==> src/rtl/wsk_pkg.sv <==
package wsk_pkg;
    localparam int WORD_W = 16;
    localparam int BYTE_W = 8;
    localparam int NGPR   = 8;
    localparam int SEL_W  = 4;
    localparam int CNT_W  = $clog2(NGPR);

    typedef enum logic [1:0] {
        OP_PUSH    = 2'd0,
        OP_POP     = 2'd1,
        OP_PUSHALL = 2'd2,
        OP_POPALL  = 2'd3
    } op_e;

    typedef enum logic [2:0] {
        ST_IDLE,
        ST_WR_HI,
        ST_WR_LO,
        ST_RD_LO,
        ST_RD_HI,
        ST_FAULT
    } st_e;

    localparam logic [SEL_W-1:0] SEL_SP   = 4'd4;
    localparam logic [SEL_W-1:0] SEL_CS   = 4'd9;
    localparam logic [SEL_W-1:0] SEL_LAST = 4'd11;

    function automatic logic dst_ok(input logic [SEL_W-1:0] d);
        return (d <= SEL_LAST) && (d != SEL_CS);
    endfunction
endpackage

==> src/rtl/wsk_addr.sv <==
module wsk_addr #(
    parameter int SEG_W = 16,
    parameter int OFS_W = 16,
    parameter int SHIFT = 4
) (
    input  logic [SEG_W-1:0]       seg,
    input  logic [OFS_W-1:0]       ofs,
    input  logic signed [2:0]      delta,
    output logic [SEG_W+SHIFT-1:0] phys
);
    localparam int PHYS_W = SEG_W + SHIFT;

    logic [OFS_W-1:0]  ofs_eff;
    logic [PHYS_W-1:0] seg_base;
    logic [PHYS_W-1:0] ofs_ext;

    // offset sum wraps inside the segment width
    assign ofs_eff  = ofs + OFS_W'(delta);
    assign seg_base = {seg, {SHIFT{1'b0}}};
    assign ofs_ext  = PHYS_W'(ofs_eff);
    assign phys     = seg_base + ofs_ext;
endmodule

==> src/rtl/wsk_ctrl.sv <==
module wsk_ctrl
    import wsk_pkg::*;
#(
    parameter logic [WORD_W-1:0] SP_RESET = 16'hFFFE
) (
    input  logic                   clk,
    input  logic                   rst_n,
    input  logic                   cmd_valid,
    input  logic [1:0]             cmd_op,
    input  logic [SEL_W-1:0]       cmd_dst,
    input  logic [WORD_W-1:0]      push_data,
    input  logic [NGPR*WORD_W-1:0] gpr_in,
    input  logic [BYTE_W-1:0]      mem_rdata,
    output logic                   busy,
    output logic                   done,
    output logic                   illegal_dst,
    output logic                   mem_we,
    output logic                   mem_re,
    output logic signed [2:0]      addr_delta,
    output logic [BYTE_W-1:0]      mem_wdata,
    output logic                   wr_en,
    output logic [SEL_W-1:0]       wr_sel,
    output logic [WORD_W-1:0]      wr_data,
    output logic [WORD_W-1:0]      sp
);
    localparam logic [CNT_W-1:0] CNT_TOP = CNT_W'(NGPR - 1);
    localparam logic [CNT_W-1:0] CNT_SP  = CNT_W'(SEL_SP);

    st_e                state_q, state_d;
    op_e                op_q;
    logic [SEL_W-1:0]   dst_q;
    logic [WORD_W-1:0]  pushw_q;
    logic [WORD_W-1:0]  sp_q;
    logic [WORD_W-1:0]  sp_save_q;
    logic [BYTE_W-1:0]  lo_q;
    logic [CNT_W-1:0]   cnt_q;
    logic               multi_q;
    logic [WORD_W-1:0]  snap_q [NGPR];
    logic [WORD_W-1:0]  gpr_arr [NGPR];
    logic [WORD_W-1:0]  cur_word;
    logic               last;
    logic               accept;
    op_e                cmd_op_e;

    for (genvar g = 0; g < NGPR; g++) begin : g_unpack
        assign gpr_arr[g] = gpr_in[g*WORD_W +: WORD_W];
    end

    assign cmd_op_e = op_e'(cmd_op);
    assign accept   = (state_q == ST_IDLE) && cmd_valid;
    assign last     = !multi_q || ((op_q == OP_PUSHALL) ? (cnt_q == CNT_TOP)
                                                        : (cnt_q == '0));
    assign cur_word = !multi_q ? pushw_q
                    : (cnt_q == CNT_SP) ? sp_save_q : snap_q[cnt_q];
    assign sp       = sp_q;
    assign busy     = (state_q != ST_IDLE);

    // next-state logic
    always_comb begin
        state_d = state_q;
        unique case (state_q)
            ST_IDLE: begin
                if (cmd_valid) begin
                    unique case (cmd_op_e)
                        OP_PUSH, OP_PUSHALL: state_d = ST_WR_HI;
                        OP_POP:    state_d = dst_ok(cmd_dst) ? ST_RD_LO : ST_FAULT;
                        OP_POPALL: state_d = ST_RD_LO;
                        default:   state_d = ST_IDLE;
                    endcase
                end
            end
            ST_WR_HI: state_d = ST_WR_LO;
            ST_WR_LO: state_d = last ? ST_IDLE : ST_WR_HI;
            ST_RD_LO: state_d = ST_RD_HI;
            ST_RD_HI: state_d = last ? ST_IDLE : ST_RD_LO;
            ST_FAULT: state_d = ST_IDLE;
            default:  state_d = ST_IDLE;
        endcase
    end

    // state register and datapath registers
    always_ff @(posedge clk) begin
        if (!rst_n) begin
            state_q   <= ST_IDLE;
            op_q      <= OP_PUSH;
            dst_q     <= '0;
            pushw_q   <= '0;
            sp_q      <= SP_RESET;
            sp_save_q <= '0;
            lo_q      <= '0;
            cnt_q     <= '0;
            multi_q   <= 1'b0;
            for (int i = 0; i < NGPR; i++) snap_q[i] <= '0;
        end else begin
            state_q <= state_d;
            if (accept) begin
                op_q      <= cmd_op_e;
                dst_q     <= cmd_dst;
                pushw_q   <= push_data;
                sp_save_q <= sp_q;
                multi_q   <= (cmd_op_e == OP_PUSHALL) || (cmd_op_e == OP_POPALL);
                cnt_q     <= (cmd_op_e == OP_POPALL) ? CNT_TOP : '0;
                for (int i = 0; i < NGPR; i++) snap_q[i] <= gpr_arr[i];
            end
            if (state_q == ST_RD_LO) lo_q <= mem_rdata;
            if (state_q == ST_WR_LO) begin
                sp_q <= sp_q - WORD_W'(2);
                if (multi_q) cnt_q <= cnt_q + CNT_W'(1);
            end
            if (state_q == ST_RD_HI) begin
                if (!multi_q && dst_q == SEL_SP) sp_q <= {mem_rdata, lo_q};
                else                             sp_q <= sp_q + WORD_W'(2);
                if (multi_q) cnt_q <= cnt_q - CNT_W'(1);
            end
        end
    end

    // outputs per state
    always_comb begin
        done        = 1'b0;
        illegal_dst = 1'b0;
        mem_we      = 1'b0;
        mem_re      = 1'b0;
        addr_delta  = 3'sd0;
        mem_wdata   = '0;
        wr_en       = 1'b0;
        wr_sel      = '0;
        wr_data     = '0;
        unique case (state_q)
            ST_IDLE: ;
            ST_WR_HI: begin
                mem_we     = 1'b1;
                addr_delta = -3'sd1;
                mem_wdata  = cur_word[WORD_W-1:BYTE_W];
            end
            ST_WR_LO: begin
                mem_we     = 1'b1;
                addr_delta = -3'sd2;
                mem_wdata  = cur_word[BYTE_W-1:0];
                done       = last;
            end
            ST_RD_LO: begin
                mem_re     = 1'b1;
                addr_delta = 3'sd0;
            end
            ST_RD_HI: begin
                mem_re     = 1'b1;
                addr_delta = 3'sd1;
                wr_en      = multi_q ? (cnt_q != CNT_SP) : 1'b1;
                wr_sel     = multi_q ? SEL_W'(cnt_q) : dst_q;
                wr_data    = {mem_rdata, lo_q};
                done       = last;
            end
            ST_FAULT: illegal_dst = 1'b1;
            default: ;
        endcase
    end

    AST_PUSH_SP_STEP: assert property (@(posedge clk) disable iff (!rst_n)
        (state_q == ST_WR_LO) |=> (sp_q == $past(sp_q) - 16'd2));

    AST_POP_SP_STEP: assert property (@(posedge clk) disable iff (!rst_n)
        (state_q == ST_RD_HI && !(!multi_q && dst_q == SEL_SP))
        |=> (sp_q == $past(sp_q) + 16'd2));

    AST_FAULT_QUIET: assert property (@(posedge clk) disable iff (!rst_n)
        illegal_dst |-> (!mem_we && !mem_re && !wr_en));

    AST_FAULT_SP_KEEP: assert property (@(posedge clk) disable iff (!rst_n)
        illegal_dst |=> (sp_q == $past(sp_q)));

    AST_FAULT_PULSE: assert property (@(posedge clk) disable iff (!rst_n)
        illegal_dst |=> !illegal_dst);

    AST_DONE_PULSE: assert property (@(posedge clk) disable iff (!rst_n)
        done |=> !done);

    AST_BUSY_IGNORE: assert property (@(posedge clk) disable iff (!rst_n)
        (busy && !done && !illegal_dst) |=> busy);

    AST_RESTORE_SKIP_SP: assert property (@(posedge clk) disable iff (!rst_n)
        (wr_en && multi_q) |-> (wr_sel != SEL_SP));
endmodule

==> src/rtl/wsk_engine.sv <==
module wsk_engine
    import wsk_pkg::*;
#(
    parameter logic [15:0] SP_RESET = 16'hFFFE
) (
    input  logic           clk,
    input  logic           rst_n,
    input  logic           cmd_valid,
    input  logic [1:0]     cmd_op,
    input  logic [3:0]     cmd_dst,
    input  logic [15:0]    push_data,
    input  logic [127:0]   gpr_in,
    input  logic [15:0]    ss,
    input  logic [7:0]     mem_rdata,
    output logic           busy,
    output logic           done,
    output logic           illegal_dst,
    output logic           mem_we,
    output logic           mem_re,
    output logic [19:0]    mem_addr,
    output logic [7:0]     mem_wdata,
    output logic           wr_en,
    output logic [3:0]     wr_sel,
    output logic [15:0]    wr_data,
    output logic [15:0]    sp
);
    logic signed [2:0] delta;

    wsk_ctrl #(.SP_RESET(SP_RESET)) u_ctrl (
        .clk         (clk),
        .rst_n       (rst_n),
        .cmd_valid   (cmd_valid),
        .cmd_op      (cmd_op),
        .cmd_dst     (cmd_dst),
        .push_data   (push_data),
        .gpr_in      (gpr_in),
        .mem_rdata   (mem_rdata),
        .busy        (busy),
        .done        (done),
        .illegal_dst (illegal_dst),
        .mem_we      (mem_we),
        .mem_re      (mem_re),
        .addr_delta  (delta),
        .mem_wdata   (mem_wdata),
        .wr_en       (wr_en),
        .wr_sel      (wr_sel),
        .wr_data     (wr_data),
        .sp          (sp)
    );

    wsk_addr #(.SEG_W(16), .OFS_W(WORD_W), .SHIFT(4)) u_addr (
        .seg   (ss),
        .ofs   (sp),
        .delta (delta),
        .phys  (mem_addr)
    );
endmodule

==> config.mk <==
export PLATFORM = sky130hd
export DESIGN_NAME = wsk_engine
export DESIGN_NICKNAME = d
export VERILOG_FILES = /design/src/rtl/wsk_pkg.sv /design/src/rtl/wsk_addr.sv /design/src/rtl/wsk_ctrl.sv /design/src/rtl/wsk_engine.sv
export SDC_FILE = /design/constraint.sdc
export NUM_CORES = 1
export LEC_CHECK = 0
export BUFFER_PORTS_ARGS = -buffer_cell sky130_fd_sc_hd__buf_4
export CORE_ASPECT_RATIO = 1.2
export CORE_UTILIZATION = 55
export DETAILED_ROUTE_END_ITERATION = 10
export PLACE_DENSITY_LB_ADDON = 0.12
export SETUP_SLACK_MARGIN = 0.05
export SLEW_MARGIN = 40
export SYNTH_ARGS = -nofsm -noshare
export SYNTH_HDL_FRONTEND = slang
export SYNTH_HIERARCHICAL = 1
export SYNTH_SLANG_ARGS = --single-unit
==> constraint.sdc <==
create_clock -name clk -period 4.7 [get_ports clk]
set_input_delay 0.235 -clock clk [delete_from_list [all_inputs] [get_ports clk]]
set_output_delay 0.235 -clock clk [all_outputs]
set_load 0.05 [all_outputs]
# Word level (Yosys, flattened, before mapping)

Memory sizes are Yosys's and may differ from the RTL's. A register that Yosys moved wholly into a read port is not among the register bits.
Cells that the tools add are included.

Memories: 1
Memory bits (writable): 128
Output and inout port bits: 70
Register bits: 69
Word-level logic and storage cells: 97
Input bits: 177

Memories:

| name          | words | bits a word | read ports | clocked after memory_dff | wr ports | RTL line       | RTL |
|---|---|---|---|---|---|---|---|
| u_ctrl.snap_q | 8     | 16          | 1          | 1                        | 8        | wsk_ctrl.sv:38 | `logic [WORD_W-1:0] snap_q [NGPR];` |

$lt $le $gt $ge: 1
Add/sub/neg operators: 6
Bitwise logic cells: 8
Eq/ne operators: 15
Reductions and logical operators: 15
Mux-type cells: 42

Operators by type and width:

| cell                  | number |
|---|---|
| $mux 16               | 14 |
| $mux 3                | 9 |
| $add 20x16->20        | 1 |
| $pmux 3 s3            | 2 |
| $add 16x16->16        | 1 |
| $add 16x2->16 const B | 1 |
| $pmux 8 s2            | 1 |
| $sub 16x2->16 const B | 1 |
| $pmux 3 s5            | 1 |
| $eq 3x3->1 const B    | 4 |
| $mux 1                | 12 |
| $mux 4                | 2 |
| $or 1x1->1            | 8 |
| $reduce_or 2->1       | 4 |
| $eq 2x2->1 const B    | 3 |
| $eq 3x2->1 const B    | 2 |
| $logic_not 3->1       | 2 |
| $eq 4x3->1 const B    | 1 |
| $le 4x4->1 const B    | 1 |
| $ne 4x4->1 const B    | 1 |
| $add 3x1->3 const B   | 1 |
| $eq 3x1->1 const B    | 1 |
| $logic_and 1x1->1     | 3 |
| $ne 3x3->1 const B    | 1 |
| other kinds (9)       | 10 |

# Logic depth before layout (Yosys ltp)

Gate-level depths: netlist of the first run.

Word-level depth: 8
Mapped depth: 18
Gate-level depth less buffers: 16

# Cells and area by module

The synthesis of the first run kept the hierarchy.

Modules (own cells, without submodules):

| module   | sequential area each (µm²) | cells each | instances | area an instance (µm²) |
|---|---|---|---|---|
| wsk_ctrl | 5,225.0                    | 915        | 1         | 9,714.3 |
| wsk_addr | 0.0                        | 201        | 1         | 1,475.2 |

# Worst setup path after synthesis of the first run

No wires, ideal clock.

Path kind: register to output
Start point: register u_ctrl.state_q[0]
End point: output port mem_addr[16]
Data arrival time: 5.125 ns
Path slack: -0.660 ns
Buffers on the path: 3
Stages on the path, launching flop included: 18
Required time: 4.465 ns
Path through: dfxtp_1 -> clkbuf_1 -> clkbuf_1 -> nand2b_1 -> a21oi_1 -> buf_4 -> ha_1 -> a211o_1 -> a31oi_2 -> nor2_2 -> a41oi_2 -> xnor2_1 -> ha_1 -> a211oi_1 -> nor2_1 -> o31ai_1 -> o211ai_1 -> xnor2_1

Longest elaborated chain between the ends: 4
Elaborated cells on any way between the ends: 6
Those cells by class: add/sub (2); eq/ne (3); mux (1)

RTL lines:

| what                               | RTL line         | RTL |
|---|---|---|
| start, declared                    | wsk_ctrl.sv:29   | `st_e state_q, state_d;` |
| start signal, assigned             | wsk_ctrl.sv:95   | `state_q <= state_d;` |
| $eq 3x3->1 (tied with other cells) | wsk_ctrl.sv:129  | `unique case (state_q)` |
| $pmux 3 s3 (*)                     | wsk_ctrl.sv:129  |  |
| net delta[2]                       | wsk_engine.sv:27 | `logic signed [2:0] delta;` |
| $add 16x16->16 (*)                 | wsk_addr.sv:18   | `assign ofs_eff = ofs + OFS_W'(delta);` |
| $add 20x16->20 (*)                 | wsk_addr.sv:21   | `assign phys = seg_base + ofs_ext;` |
| end, declared                      | wsk_engine.sv:20 | `output logic [19:0] mem_addr,` |

Mark *: on every way through the listed nets, which the timed path passes. The rest lies on a longest branch.

# Final worst setup path of the first run

Start point: register u_ctrl.state_q[2]
End point: output port mem_addr[18]

Same word-level chain as after synthesis.

==> results of run 1 <==
==> worst paths after layout <==
kind | startpoint | end | cells after the start
hold reg to reg | u_ctrl/op_q[0] | u_ctrl/op_q[0] | 2
hold / removal | push_data[14] | u_ctrl/pushw_q[14] | 3
setup / recovery | u_ctrl/state_q[2] | mem_addr[18] | 17
setup reg to reg | u_ctrl/multi_q | u_ctrl/sp[8] | 5
==> Yosys cell counts, drive strengths merged (3+ instances only) <==
| library cell | instances |
|---|---|
| clkbuf | 78 |
| o31ai | 5 |
| mux4 | 32 |
| xnor2 | 16 |
| nand2b | 3 |
| nand3 | 37 |
| nand3b | 3 |
| nor4b | 3 |
| o21ai | 45 |
| dfxtp | 69 |
| xor2 | 11 |
| and4 | 4 |
| a21o | 4 |
| o211ai | 16 |
| o31a | 3 |
| nor2 | 48 |
| o21a | 8 |
| nand4 | 8 |
| o2111ai | 4 |
| nor3 | 23 |
| buf | 16 |
| a21oi | 76 |
| or4 | 6 |
| inv | 22 |
| or2 | 3 |
| edfxtp | 128 |
| a211oi | 8 |
| a31oi | 23 |
| nor3b | 3 |
| ha | 34 |
| a211o | 3 |
| and2 | 50 |
| a221oi | 10 |
| and3 | 99 |
| nor2b | 8 |
| mux2i | 17 |
| nand2 | 150 |
==> worst reg2reg max path: cells and delay by family (launching register included) <==
family | cells | cell delay [ps]
simple gates | 3 | 1630
flops | 1 | 530
compound gates | 2 | 410
==> metal layers <==
| metal | track usage | routed length [um] | part of all wire | vias up |
|---|---|---|---|---|
| li1 | - | - | - | 4529 |
| met1 | 0.345 | 11400 | 0.38 | 4582 |
| met2 | 0.521 | 15900 | 0.52 | 417 |
| met3 | 0.0403 | 1870 | 0.062 | 81 |
| met5 | 0 | 0 | 0 | - |
| met4 | 0.147 | 1150 | 0.038 | 0 |
==> placed cells by master (no fill, tap or decap), types with 4 or more instances in the layout <==
cell type,count
ha_1,27
and2_1,50
nor2b_1,8
edfxtp_1,128
ha_2,5
o21ai_0,42
and3_1,99
buf_6,4
inv_8,4
dfxtp_1,65
dfxtp_2,4
o31ai_1,5
clkbuf_16,17
a221oi_1,10
inv_12,4
xor2_2,6
and4_1,4
o211ai_1,15
a31oi_1,20
xor2_1,5
clkinv_8,4
nand4_1,8
nor2_1,45
nor3_1,19
xnor2_1,15
nand3_1,36
nand2_1,149
a211oi_1,7
mux2i_1,17
mux4_2,32
a21oi_1,74
o21a_1,8
inv_1,22
or4_1,5
buf_4,275
==> cell type report <==
type / instances / area (um^2) / area share
clock inverter: 15 / 200 / 0.0142
sequential: 197 / 5230 / 0.372
multi-input combinational: 802 / 5680 / 0.404
inverter: 23 / 86.3 / 0.00614
clock buffer: 17 / 425 / 0.0303
timing repair buffer: 279 / 2110 / 0.150
tap: 261 / 327 / 0.0232
==> registers in the layout, indices dropped and copies added (netlist names) <==
name,cells
u_ctrl/lo_q,8
u_ctrl/sp,16
u_ctrl/multi_q,1
u_ctrl/op_q,2
u_ctrl/dst_q,4
u_ctrl/state_q,3
u_ctrl/snap_q,128
u_ctrl/sp_save_q,16
u_ctrl/cnt_q,3
u_ctrl/pushw_q,16
==> power groups by stage <==
stage / Sequential (mW) / Clock (mW) / Combinational (mW)
after floorplan: 2.15 / 0 / 2.29
after global placement: 2.15 / 0 / 3.05
after detailed placement: 2.16 / 0 / 3.09
after CTS: 2.12 / 1.53 / 3.12
after global routing: 2.14 / 1.60 / 3.41
final: 2.12 / 1.51 / 3.19
==> cell families after synthesis <==
| family | Yosys count | share of synthesized area |
|---|---|---|
| flip-flops | 197 | 0.467 |
| multiplexers | 49 | 0.0796 |
| buffers and inverters | 117 | 0.0419 |
| AO/OA/AOI/OAI | 231 | 0.133 |
| AND/OR/NAND/NOR | 459 | 0.216 |
| XOR/XNOR | 27 | 0.0211 |
| adder cells (fa/ha/maj) | 36 | 0.0416 |
==> metrics by stage <==
stage	setup WS (ps)	util
3_5_place_dp	387	0.672
5_1_grt	-8.68	0.711
4_1_cts	11.5	0.706
2_1_floorplan	99.4	-
3_3_place_gp	495	0.671
6_report	205	0.711
==> repair_timing <==
action	4_1_cts	5_1_grt
pin swaps	1	6
endpoints found under the setup margin	5	9
gates resized for setup	1	20
buffers inserted	5	2
==> summary.md, run 1 <==
| Metric | Value |
|---|---|
| Status | finished clean |
| First-pass GRT wire length | 46.7 mm |
| Nets | 1533 |
| Worst Setup Start Kind | flop |
| Die area | 0.0209 mm^2 |
| Post-synth top area share | 0.344 |
| Cells after synthesis | 1116 |
| Max Clock Skew | 13.5 ps |
| Crit path cell chain | inv_1, nand2_1, a21oi_1, ha_2, fa_1, a21o_2, a21oi_1, xnor2_1, ha_1, inv_1, fa_1, and2b_1, o211ai_1, a31o_1, or4_1, nand3_2, buf_4 |
| Cells after DPL | about 1600 |
| Measured slew at the worst slew-check pin | 746 ps |
| Vias in the first global route | 8906 |
| Wire length per cell | 19.0 um |
| # setup viols final | 0 |
| NetSw | roughly 2.9 mW |
| DRT Wirelength | 30.3 mm |
| Worst-path maximum fanout | 5 |
| GRT Total Usage | 0.291 |
| Vias | between 9000 and 10000 |
| Cell taking the most area after synthesis | edfxtp_1 |
| DP Wirelength | 21.3 mm |
| Final Hold Viols | 0 |
| Hold WC Path Type | primary input to flop |
| Switch share | 0.420 |
| Num rows | between 50 and 60 |
| Later-pin clock latency in the skew report | 440 ps |
| Mapped Area | 0.0112 mm^2 |
| Minimum clock period | 4500 ps |
| Tcrit/Tclk final | 0.956 |
| Highest clock rate | 222 MHz |
| Crit-path slowest cell | or4_1 |
| Core ar. | 0.0198 mm^2 |
| Crit path DAT | 4260 ps |
| I/O Pins | 247 |
| Final Cell Area | 0.0141 mm^2 |
| Maximum VDD drop | between 0.9 and 1 mV |
| Fin Hold WS | 40.8 ps |
| Max Slew Vio Count | 0 |
| Maxcap violations | 0 |
| Power density cells | 485 mW/mm^2 |
| Area growth from synthesis to layout | 25.6% |
| RePlAce Congestion | 0.883 |
| CP Capture Type | output port |
| Die Ht | 158 um |
| CTS sink count | 197 |
| Worst path required time | 4470 ps |
| Htree depth | 4 |
| Slew headroom | 0.498 |
| Clk buf depth | 2 |
| Die Span X | 132 um |
| Synth Flop Type | edfxtp_1 |
| Starting Density | 0.566 |
| YS warnings | 6 |
| # port buffers | between 200 and 250 |
| Syn_area_per_cell | 10.0 um^2 |
| CP Class | flop to output port |
| Reg-to-reg slack, setup | roughly 2000 ps |
| Area contributors post-synth | edfxtp_1 (34%), dfxtp_1 (12%), mux4_2 (6.4%) |
| Clk network pwr share | 0.221 |
| Root buf cell | clkbuf_16 |
| Via density per instance | 6.03 |
| TritonRoute pass-1 iters | 5 |
| Grt total ovfl | 0 |
| Fillers | 1500 |
| Logic pwr share | 0.468 |
| Post-route ant nets | 0 |
| Leak | 6.05 nW |
| Seq/Total Area, Yosys | 0.467 |
| Async set-reset flop share out of synthesis | 0 |
| CTS tree | done |
| Total power | 6.82 mW |
| Clock transition at the registers of the reported paths | 80 ps |
| Initial antenna violation count | 0 |
| CP max stage delay | 430 ps |
| Placed cell area | 0.0133 mm^2 |
| Mapped Nets | 1329 |
| Initial drt markers | 879 |
| CTS buffer count | 17 |
| DRC | 0 |
| Flop pwr share | 0.311 |
| Netlist cell types | 85 |
| Worst Path Buf+Inv | 3 |
| Top delay family on crit path | adder cells |
| # hold bufs at CTS | 0 |
| Antenna cells | 0 |
| Setup TNS | 0 ps |
| #FFs+latches synth | 197 |
| Number of synthesized flops with an enable pin | 128 |
| Int Pwr | 3.96 mW |
| Final std cells w/o fill | 1594 |
| Share of cells above drive strength 1 | 0.293 |
| Pin count of the biggest net entering global routing | 108 |
(Power assumes the default switching activity.)
==> inputs of run 2 (changes only) <==
--- a/config.mk
+++ b/config.mk
@@ -9,10 +9,10 @@
 export CORE_ASPECT_RATIO = 1.2
 export CORE_UTILIZATION = 55
 export DETAILED_ROUTE_END_ITERATION = 10
+export GPL_ROUTABILITY_DRIVEN = 0
 export PLACE_DENSITY_LB_ADDON = 0.12
 export SETUP_SLACK_MARGIN = 0.05
 export SLEW_MARGIN = 40
 export SYNTH_ARGS = -nofsm -noshare
 export SYNTH_HDL_FRONTEND = slang
-export SYNTH_HIERARCHICAL = 1
 export SYNTH_SLANG_ARGS = --single-unit
==> summary.md, run 2 <==
| Metric | Value |
|---|---|
| CP Class | flop to output port |
| Crit path cell chain | xnor2_1, or2_1, inv_1, xnor2_2, ha_4, nor3_2, nor2_1, a2bb2oi_2, xnor2_1, ha_2, inv_1, fa_1, nor2b_1, o21ai_0, a21boi_2, o21ai_2, a211oi_4, xor2_4, buf_4 |
| Maximum VDD drop | 0.377 mV |
| Worst Setup Start Kind | flop |
| # setup viols final | 0 |
| Tcrit/Tclk final | 0.962 |
| Crit path DAT | 4280 ps |
| Die area | 0.0201 mm^2 |
| DRT Wirelength | between 20 and 30 mm |
| Worst Path Buf+Inv | 3 |
| Cell taking the most area after synthesis | edfxtp_1 |
| Fillers | roughly 1500 |
| Cells after synthesis | 1069 |
| Starting Density | 0.567 |
| First-pass GRT wire length | approximately 44 mm |
| Count leader, synth | nand2_1 |
| Post-route ant nets | 0 |
| Max reg flops | 128 |
| Setup TNS | 0 ps |
| TritonRoute pass-1 iters | 5 |
| Commonest non-fill, non-tap cell in the layout | buf_4 |
| Total power | 5.92 mW |
| Logic pwr share | 0.394 |
| Seq/Total Area, Yosys | 0.485 |
| Later-pin clock latency in the skew report | 440 ps |
| Clk network pwr share | 0.241 |
| Final std cells w/o fill | 1540 |
| Pin count of the biggest net entering global routing | 104 |
| DP Wirelength | 20.3 mm |
| Number of synthesized flops with an enable pin | 128 |
| Die Ht | 155 um |
| Crit-path slowest cell | fa_1 |
| Max Slew Vio Count | 0 |
| Syn_area_per_cell | about 10 um^2 |
| RSZ-0062 raised after global routing | yes |
| Switch share | 0.385 |
| Leak | around 5.8 nW |
| Initial antenna violation count | 0 |
| Slew headroom | 0.479 |
| Wire length per cell | 18.6 um |
| Clock transition at the registers of the reported paths | 70 ps |
| Antenna cells | 0 |
| Top delay family on crit path | compound AO/OA/AOI/OAI gates |
| Grt total ovfl | 0 |
| CTS tree | done |
| Mapped Area | 0.0108 mm^2 |
| #FFs+latches synth | approximately 200 |
| Worst-path maximum fanout | 6 |
| YS warnings | 0 |
| Worst path required time | 4470 ps |
| I/O Pins | roughly 250 |
| Via density per instance | 5.99 |
| Core ar. | between 0.015 and 0.02 mm^2 |
| Area of the multi-input gates | 0.00525 mm^2 |
| Synth Flop Type | edfxtp_1 |
| CTS sink count | 197 |
| Htree depth | 4 |
| Clk buf depth | 2 |
| Root buf cell | clkbuf_16 |
| Placed cell area | approximately 0.013 mm^2 |
| Area contributors post-synth | edfxtp_1 (36%), dfxtp_1 (13%), mux4_2 (6.7%) |
| # port buffers | 246 |
| Maxcap violations | 0 |
| Register area | approximately 0.0052 mm^2 |
| Int Pwr | 3.64 mW |
| Initial drt markers | 908 |
| DRC | 0 |
| # hold bufs at CTS | 0 |
| Nets | 1473 |
| Post-synth top cells | nand2_1 (133), edfxtp_1 (128), and3_1 (115), a21oi_1 (92), dfxtp_1 (69) |
| Top reg by flops | u_ctrl.snap_q |
| Status | finished clean |
| Most frequent cells in the layout | buf_4 (274), nand2_1 (132), edfxtp_1 (128), and3_1 (115), a21oi_1 (92) |
| Highest clock rate | 221 MHz |
| CTS buffer count | 17 |
| Post-synth top area share | 0.357 |
| Netlist cell types | between 60 and 70 |
| Final Cell Area | around 0.014 mm^2 |
| Vias in the first global route | 8589 |
| Max Clock Skew | 7.89 ps |
| Share of cells above drive strength 1 | 0.290 |
| Vias | between 9000 and 10000 |
| NetSw | 2.28 mW |
| Num rows | 55 |
| CP max stage delay | 390 ps |
| Final Hold Viols | 0 |
| Flop pwr share | 0.365 |
| Cells after DPL | roughly 1500 |
| Async set-reset flop share out of synthesis | 0 |
| Measured slew at the worst slew-check pin | 781 ps |
| CP Capture Type | output port |
| GRT Total Usage | 0.286 |
| Die Span X | 130 um |
| Minimum clock period | roughly 4500 ps |
| Area growth from synthesis to layout | 26.0% |
| Power density cells | 436 mW/mm^2 |
| Hold WC Path Type | primary input to flop |
| Mapped Nets | between 1000 and 1500 |
## run 2: cell types whose count changed after synthesis, sizes merged, moves of 8 or more
| cell | before | now |
|---|---|---|
| and2 | 50 | 36 |
| buf | 16 | 30 |
| nand2 | 150 | 133 |
| a21oi | 76 | 92 |
| a22oi | 1 | 19 |
| ha | 34 | 24 |
| nor2 | 48 | 38 |
| a31oi | 23 | 8 |
| xnor2 | 16 | 28 |
| clkbuf | 78 | 64 |
| nand3 | 37 | 29 |
| mux2i | 17 | 5 |
| and3 | 99 | 115 |
## run 2: worst reg2reg max path: stages (launching register included)
cell and delay (ps):
dfxtp_1 340, buf_4 210, nor2b_1 610, nand2_1 430, nand2_1 510, o2111ai_1 180
o21ai_0 110, o21ai_0 90
## run 2: kinds of logic after synthesis
family | synth area share
DFF | 0.485
buffers and inverters | 0.0439
and+or+nand+nor | 0.197
adders and majority gates | 0.0297
xor gates and xnor gates | 0.0325
muxes | 0.0716
AOI/OAI and AO/OA | 0.140
## run 2: layout make-up
| type | instances | share of cell area |
|---|---|---|
| sequential | 197 | 0.385 |
| tap | 256 | 0.0236 |
| multi-input combinational | 755 | 0.387 |
| clock buffer | 17 | 0.0313 |
| inverter | 23 | 0.00654 |
| timing repair buffer | 277 | 0.155 |
| clock inverter | 15 | 0.0115 |
## run 2: layer usage
| metal | GRT usage | wire length (um) | share of wire |
|---|---|---|---|
| met4 | 0.132 | 1090 | 0.038 |
| met5 | 0 | 0 | 0 |
| met3 | 0.0420 | 1800 | 0.063 |
| met1 | 0.380 | 11600 | 0.41 |
| met2 | 0.463 | 14200 | 0.49 |
## run 2: final timing paths
| path | start | end | slack (ps) | depth (start not counted) |
|---|---|---|---|---|
| hold / removal | push_data[0] | u_ctrl.pushw_q[0] | 40 | 3 |
| setup reg to reg | u_ctrl.state_q[1] | u_ctrl.sp[7] | 2080 | 7 |
| setup / recovery | u_ctrl.state_q[0] | mem_addr[18] | 180 | 19 |
| hold reg to reg | u_ctrl.pushw_q[10] | u_ctrl.pushw_q[10] | 460 | 2 |
## run 2: power groups by stage
stage,Combinational [mW],Sequential [mW],Clock (mW)
after CTS,2.29,2.16,1.44
final,2.33,2.16,1.43
after detailed placement,2.25,2.20,0
after global placement,2.22,2.18,0
after floorplan,1.61,2.19,0
after global routing,2.49,2.18,1.50
## run 2: repair_timing
item | in CTS | in global routing
setup endpoints to repair | 4 | 9
resized for setup | 6 | 12
pin swaps | 2 | 2
setup buffers | 1 | 1
## run 2: metrics by stage
| stage | hold WS (ps) | util | setup slack, ps |
|---|---|---|---|
| after floorplan | 371 | - | 0.965 |
| after global placement | 439 | 0.678 | 286 |
| after detailed placement | 445 | 0.679 | 104 |
| after CTS | 32.9 | 0.711 | 66.8 |
| after global routing | 43.7 | 0.715 | -34.2 |
| final | 44.1 | 0.715 | 181 |
